## src/rtl/trap_pkg.sv

```systemverilog
package trap_pkg;
  typedef enum logic [2:0] {
    M_USR = 3'd0, M_FIQ = 3'd1, M_IRQ = 3'd2, M_SVC = 3'd3,
    M_ABT = 3'd4, M_UND = 3'd5, M_SYS = 3'd6
  } mode_e;

  // value equals request bit index and priority rank (0 highest)
  typedef enum logic [2:0] {
    X_RST = 3'd0, X_DABT = 3'd1, X_FIQ = 3'd2, X_IRQ = 3'd3,
    X_PABT = 3'd4, X_UND = 3'd5, X_SVC = 3'd6
  } exc_e;

  localparam int NUM_EXC = 7;
  localparam int SR_W    = 8;
  localparam int SR_T    = 3;
  localparam int SR_F    = 4;
  localparam int SR_I    = 5;
  localparam int NUM_BANKS = 6;  // usr/sys, fiq, irq, svc, abt, und
  localparam int NUM_PHYS  = 8 + 5 + 5 + 2 * NUM_BANKS;
  localparam logic [SR_W-1:0] SR_RESET = 8'h33;

  function automatic logic [4:0] vec_off(exc_e k);
    case (k)
      X_RST:   return 5'h00;
      X_UND:   return 5'h04;
      X_SVC:   return 5'h08;
      X_PABT:  return 5'h0C;
      X_DABT:  return 5'h10;
      X_IRQ:   return 5'h18;
      default: return 5'h1C;
    endcase
  endfunction

  function automatic mode_e tgt_mode(exc_e k);
    case (k)
      X_RST, X_SVC:   return M_SVC;
      X_DABT, X_PABT: return M_ABT;
      X_UND:          return M_UND;
      X_IRQ:          return M_IRQ;
      default:        return M_FIQ;
    endcase
  endfunction

  function automatic logic [2:0] bank_slot(mode_e m);
    case (m)
      M_FIQ:   return 3'd1;
      M_IRQ:   return 3'd2;
      M_SVC:   return 3'd3;
      M_ABT:   return 3'd4;
      M_UND:   return 3'd5;
      default: return 3'd0;
    endcase
  endfunction
endpackage

```

## src/rtl/trap_arbiter.sv

```systemverilog
module trap_arbiter #(
  parameter int N = 7,
  localparam int IW = $clog2(N)
) (
  input  logic [N-1:0]  req_i,
  output logic          valid_o,
  output logic [IW-1:0] idx_o,
  output logic [N-1:0]  grant_o
);
  always_comb begin
    idx_o = '0;
    for (int k = N - 1; k >= 0; k--) begin
      if (req_i[k]) idx_o = IW'(k);
    end
    valid_o = |req_i;
    grant_o = valid_o ? (N'(1) << idx_o) : '0;
  end
endmodule

```

## src/rtl/trap_bank_map.sv

```systemverilog
module trap_bank_map
  import trap_pkg::*;
#(
  parameter int AW = 4,
  localparam int IW = $clog2(NUM_PHYS)
) (
  input  mode_e         mode_i,
  input  logic [AW-1:0] addr_i,
  output logic [IW-1:0] idx_o
);
  logic [2:0] slot;

  always_comb begin
    slot = bank_slot(mode_i);
    if (addr_i < AW'(8)) begin
      idx_o = IW'(addr_i);
    end else if (addr_i < AW'(13)) begin
      idx_o = (slot == 3'd1) ? IW'(addr_i) + IW'(5) : IW'(addr_i);
    end else if (addr_i < AW'(15)) begin
      idx_o = IW'(18) + IW'({slot, 1'b0}) + IW'(addr_i - AW'(13));
    end else begin
      idx_o = '0;  // program counter handled by the caller
    end
  end
endmodule

```

## src/rtl/trap_entry_unit.sv

```systemverilog
module trap_entry_unit
  import trap_pkg::*;
#(
  parameter int XLEN = 32,
  parameter logic [XLEN-1:0] VEC_BASE = '0
) (
  input  logic                 clk_i,
  input  logic                 rst_ni,
  input  logic [NUM_EXC-1:0]   exc_req_i,
  input  logic [XLEN-1:0]      ret_addr_i,
  input  logic                 eret_i,
  input  logic [XLEN-1:0]      eret_addr_i,
  input  logic                 sr_we_i,
  input  logic [SR_W-1:0]      sr_wdata_i,
  input  logic                 rf_we_i,
  input  logic [3:0]           rf_waddr_i,
  input  logic [XLEN-1:0]      rf_wdata_i,
  input  logic [3:0]           rf_raddr_i,
  output logic [XLEN-1:0]      rf_rdata_o,
  output logic [SR_W-1:0]      status_o,
  output logic [SR_W-1:0]      saved_status_o,
  output logic [XLEN-1:0]      pc_o,
  output logic                 pc_load_o
);
  localparam int PIW = $clog2(NUM_PHYS);
  localparam int KW  = $clog2(NUM_EXC);

  logic [SR_W-1:0] status_q;
  logic [SR_W-1:0] spsr_q [NUM_BANKS-1];
  logic [XLEN-1:0] regs_q [NUM_PHYS];
  logic [XLEN-1:0] pc_q;
  logic            pc_load_q, entry_q;

  mode_e      cur_mode, new_mode;
  logic [2:0] cur_slot, new_slot;
  exc_e       kind;

  logic [NUM_EXC-1:0] eff_req, arb_grant;
  logic               arb_valid;
  logic [KW-1:0]      arb_idx;
  logic [PIW-1:0]     rd_idx, wr_idx, lr_idx;
  logic [SR_W-1:0]    entry_sr, wr_sr;
  logic               can_ret;

  assign cur_mode = mode_e'(status_q[2:0]);
  assign cur_slot = bank_slot(cur_mode);
  assign can_ret  = (cur_slot != 3'd0);

  always_comb begin
    eff_req = exc_req_i;
    if (status_q[SR_I]) eff_req[X_IRQ] = 1'b0;
    if (status_q[SR_F]) eff_req[X_FIQ] = 1'b0;
  end

  trap_arbiter #(.N(NUM_EXC)) u_arb (
    .req_i  (eff_req),
    .valid_o(arb_valid),
    .idx_o  (arb_idx),
    .grant_o(arb_grant)
  );

  assign kind     = exc_e'(arb_idx);
  assign new_mode = tgt_mode(kind);
  assign new_slot = bank_slot(new_mode);

  trap_bank_map u_rd_map (.mode_i(cur_mode), .addr_i(rf_raddr_i), .idx_o(rd_idx));
  trap_bank_map u_wr_map (.mode_i(cur_mode), .addr_i(rf_waddr_i), .idx_o(wr_idx));
  trap_bank_map u_lr_map (.mode_i(new_mode), .addr_i(4'd14),      .idx_o(lr_idx));

  always_comb begin
    entry_sr       = status_q;
    entry_sr[2:0]  = new_mode;
    entry_sr[SR_T] = 1'b0;
    if (kind inside {X_RST, X_FIQ, X_IRQ}) entry_sr[SR_I] = 1'b1;
    if (kind inside {X_RST, X_FIQ})        entry_sr[SR_F] = 1'b1;
  end

  // user mode cannot leave itself; mode code 7 is not a mode
  always_comb begin
    wr_sr = sr_wdata_i;
    if (cur_mode == M_USR || sr_wdata_i[2:0] == 3'd7) wr_sr[2:0] = status_q[2:0];
  end

  always_ff @(posedge clk_i or negedge rst_ni) begin
    if (!rst_ni) begin
      status_q  <= SR_RESET;
      pc_q      <= '0;
      pc_load_q <= 1'b0;
      entry_q   <= 1'b0;
      for (int k = 0; k < NUM_BANKS - 1; k++) spsr_q[k] <= '0;
      for (int k = 0; k < NUM_PHYS; k++)      regs_q[k] <= '0;
    end else begin
      pc_load_q <= 1'b0;
      entry_q   <= 1'b0;
      if (arb_valid) begin
        spsr_q[new_slot - 3'd1] <= status_q;
        status_q                <= entry_sr;
        regs_q[lr_idx]          <= ret_addr_i;
        pc_q                    <= VEC_BASE + XLEN'(vec_off(kind));
        pc_load_q               <= 1'b1;
        entry_q                 <= 1'b1;
      end else begin
        if (eret_i && can_ret) begin
          status_q  <= spsr_q[cur_slot - 3'd1];
          pc_q      <= eret_addr_i;
          pc_load_q <= 1'b1;
        end else if (sr_we_i) begin
          status_q <= wr_sr;
        end
        if (rf_we_i && rf_waddr_i != 4'd15) regs_q[wr_idx] <= rf_wdata_i;
      end
    end
  end

  assign rf_rdata_o     = (rf_raddr_i == 4'd15) ? pc_q : regs_q[rd_idx];
  assign status_o       = status_q;
  assign saved_status_o = can_ret ? spsr_q[cur_slot - 3'd1] : '0;
  assign pc_o           = pc_q;
  assign pc_load_o      = pc_load_q;
endmodule

```

## config.mk

```make
export PLATFORM = sky130hd
export DESIGN_NAME = trap_entry_unit
export DESIGN_NICKNAME = d
export VERILOG_FILES = /design/src/rtl/trap_pkg.sv /design/src/rtl/trap_arbiter.sv /design/src/rtl/trap_bank_map.sv /design/src/rtl/trap_entry_unit.sv
export SDC_FILE = /design/constraint.sdc
export NUM_CORES = 2
export LEC_CHECK = 0
export BUFFER_PORTS_ARGS = -buffer_cell sky130_fd_sc_hd__buf_2
export CAP_MARGIN = 40
export CORE_MARGIN = 4
export CORE_UTILIZATION = 49
export DETAILED_ROUTE_END_ITERATION = 10
export GPL_TIMING_DRIVEN = 0
export HOLD_SLACK_MARGIN = 0.05
export PLACE_DENSITY = 0.68
export SLEW_MARGIN = 20
export SYNTH_ARGS = -nofsm -noshare
export SYNTH_HDL_FRONTEND = slang
export SYNTH_SLANG_ARGS = --single-unit
```

## constraint.sdc

```tcl
create_clock -name clk_i -period 5.6 [get_ports clk_i]
set_clock_uncertainty 0.15 [all_clocks]
set_input_delay 0.56 -clock clk_i [delete_from_list [all_inputs] [get_ports clk_i]]
set_output_delay 0.56 -clock clk_i [all_outputs]
set_load 0.02 [all_outputs]
```

==> flow_metrics.env <==
export IMPL_finalCritPeriodShare_pct=108
export IMPL_cts_max_level=3
export IMPL_synth_fp_nets=4932
export IMPL_r2r_slack_ps=190
export IMPL_vias=43285
export IMPL_path_clk_slew_ps=60
export IMPL_clk_path_buf_depth=3
export IMPL_slew_viol_final=0
export IMPL_hp_start="exc_req_i[6]"
export IMPL_yosysTopAreaCell="dfrtp_1"
export IMPL_yosys_cell_count_top_type="dfrtp_1"
export IMPL_drive_gt1_share_pct=32.3
export IMPL_setup_viol=32
export IMPL_drcViolationCount=0
export IMPL_vdd_drop_max_v=0.000349
export IMPL_drtPass1Iterations=7
export IMPL_synthDistinctLibCells=76
export IMPL_finalInstanceArea_mm2=0.0633
export IMPL_tns_ps=-10730
export IMPL_grt_max_degree=137
export IMPL_maxCapViolCount=0
export IMPL_placementRows=118
export IMPL_crit_top_cell="ha_4"
export IMPL_grt_pass1_vias=42564
export IMPL_fillers=8328
export IMPL_port_buffers=171
export IMPL_track_usage_pct=35.4
export IMPL_core_area_mm2=0.104
export IMPL_syn_cell_area_mm2=0.0513
export IMPL_ys_top_cells_by_area="dfrtp_1 51%, mux2_2 16%, nand2_1 6.2%, mux2i_1 2.9%, a21oi_1 2.7%"
export IMPL_final_setup_worst_slack_ps=-460
export IMPL_dpl_worst_slack_ps=-2440
export IMPL_fp_dieW_um=332
export IMPL_synth_edf_count=0
export IMPL_leakagePower_nw=29.4
export IMPL_worstMarginPinSlew_ps=941
export IMPL_gp_congestion=1.02
export IMPL_startpoint="status_o[1]$_DFFE_PN1P_"
export IMPL_syn_avg_cell_area_um2=10.7
export IMPL_grt_pass1_wl_um=289000
export IMPL_antenna_found_initial=8
export IMPL_synth_top_area_share_pct=50.6
export IMPL_syn_inst=4785
export IMPL_r2r_start="status_o[1]$_DFFE_PN1P_"
export IMPL_yosysWarnings=0
export IMPL_status="finished, violations left"
export IMPL_wire_per_inst_um=29.8
export IMPL_die_h_um=332
export IMPL_yosysSeqAreaShare_pct=50.8
export IMPL_slowest_delay_ps=550
export IMPL_crit_arrival_ps=5350
export IMPL_ioPinCount=205
export IMPL_initial_utilization_pct=49.5
export IMPL_fin_nets=5403
export IMPL_area_growth_pct=23.3
export IMPL_die_area_mm2=0.110
export IMPL_rsz0062_at_grt="yes"
export IMPL_clock_tree_root_cell="clkbuf_16"
export IMPL_clock_sinks=1041
export IMPL_fin_crit_ps=6060
export IMPL_synth_common_cells="1,037 x dfrtp_1, 845 x nand2_1, 717 x mux2_2"
export IMPL_gr_total_overflow=0
export IMPL_cts_made_buffers=109
export IMPL_fmax_mhz=165
export IMPL_dpl_cell_area_mm2=0.0549
export IMPL_crit_required_ps=4890
export IMPL_p_per_area_mw_per_mm2=351
export IMPL_ys_seq_elements=1041
export IMPL_hold_viol_final=0
export IMPL_crit_chain="buf_8, inv_6, ha_4, a21oi_4, o21ai_4, inv_4, ha_4, inv_4, ha_4, inv_2, fa_2, o31ai_4, a21o_4, clkbuf_16, nand2_8, clkbuf_16, buf_12, a221oi_4, nor4_2, o32ai_2, buf_4"
export IMPL_clk_latency_ps=740
export IMPL_async_reset_ff_share_pct=100
export IMPL_vias_per_cell=6.43
export IMPL_synth_top_flop_cell="dfrtp_1"
export IMPL_worstSetupStartpointType="flip-flop"
export IMPL_violations="setup timing"
export IMPL_cts_tree="done"
export IMPL_hold_path_class="primary input to flip-flop"
export IMPL_cp_slowest_cell="dfstp_2"
export IMPL_dpl_hpwl_um=147000
export IMPL_final_util_pct=61.0
export IMPL_finalPower_mw=22.2
export IMPL_drtIter0Drc=5269
export IMPL_crit_fanout=5
export IMPL_crit_type="flip-flop to primary output"
export IMPL_detail_route_antenna_nets=0
export IMPL_end_kind="primary output"
export IMPL_slew_headroom_pct=36.6
export IMPL_finalWirelength_um=201000
==> report_power, final <==
| group | total [mW] | switching (mW) | internal, mW |
|---|---|---|---|
| clock network | 7.61 | 3.26 | 4.36 |
| logic | 6.11 | 3.86 | 2.25 |
| registers | 8.50 | 0.402 | 8.09 |
| total | 22.2 | 7.52 | 14.7 |
==> layer usage <==
metal / wire (um) / track usage [%] / vias to the layer above
met5: 46 / 0 / -
met2: 87900 / 53.0 / 2588
li1: - / - / 18154
met4: 13000 / 19.7 / 6
met1: 76900 / 45.9 / 21904
met3: 22900 / 10.7 / 633
==> path summary, 6_finish.rpt <==
| check | end | cells past startpoint |
|---|---|---|
| worst max-delay path | rf_rdata_o[1] | 21 |
| worst min-delay path | pc_o[2]$_DFFE_PN0P_ | 3 |
| worst max register to register | regs_q[82]$_DFFE_PN0P_ | 19 |
| worst min register to register | regs_q[158]$_DFFE_PN0P_ | 2 |
| max in group asynchronous | regs_q[567]$_DFFE_PN0P_ | 6 |
| min in group asynchronous | spsr_q[29]$_DFFE_PN0P_ | 2 |
==> stage by stage <==
stage,instances,hold slack [ps]
2_1_floorplan,4785,114
3_3_place_gp,6336,302
3_5_place_dp,6394,313
4_1_cts,6700,59.6
5_1_grt,6724,90.7
6_report,6736,84.9
==> registers in the layout (all words and copies together) (netlist names) <==
register   count
status_o       8
pc_load_o      1
regs_q       960
pc_o          32
spsr_q        40
==> worst max-delay path: cells and delay by family (launching register included) <==
kind                       cells  cell delay, ps
and+or+nand+nor                2             210
DFF                            1             550
AOI/OAI and AO/OA              6            1470
adders and majority gates      4            1250
buffers and inverters          9            1100
==> cell type report <==
| class | instances | area, um2 | share of cell area (%) |
|---|---|---|---|
| antenna | 14 | 35.0 | 0.0553 |
| multi-input combinational | 3268 | 26000 | 41.1 |
| clock inverter | 44 | 593 | 0.937 |
| buffer | 450 | 2520 | 3.97 |
| timing repair buffer | 362 | 3160 | 4.99 |
| inverter | 24 | 100 | 0.158 |
| sequential | 1041 | 26100 | 41.2 |
| tap | 1380 | 1730 | 2.73 |
| clock buffer | 153 | 3110 | 4.92 |
==> layout by cell type (no fill, tap or decap), types with 73 or more instances in the layout <==
master	Yosys	final
mux2_1	104	104
clkbuf_16	0	122
a21oi_1	275	255
nand3_1	150	128
clkbuf_1	307	236
buf_4	3	73
dfrtp_1	1037	1036
nand2_1	845	837
nor2_1	221	217
mux2i_1	150	147
buf_2	111	249
mux2_2	717	717
==> cell families after synthesis <==
group | share of synthesized area (%)
AOI/OAI and AO/OA | 11.3
xor gates and xnor gates | 0.241
adders and majority gates | 0.590
buffers and inverters | 3.77
DFF | 50.8
muxes | 21.6
and+or+nand+nor | 11.8
==> what timing repair did <==
| action | in CTS | in global routing |
|---|---|---|
| resized for setup | 608 | 123 |
| hold buffers | 67 | 0 |
| pin swaps | 72 | 41 |
| setup endpoints to repair | 1000 | 355 |
| endpoints found under the hold margin | 202 | 0 |
| cloned | 6 | 1 |
| setup buffers | 38 | 10 |
Note: power is estimated with default switching activity, not from simulation.
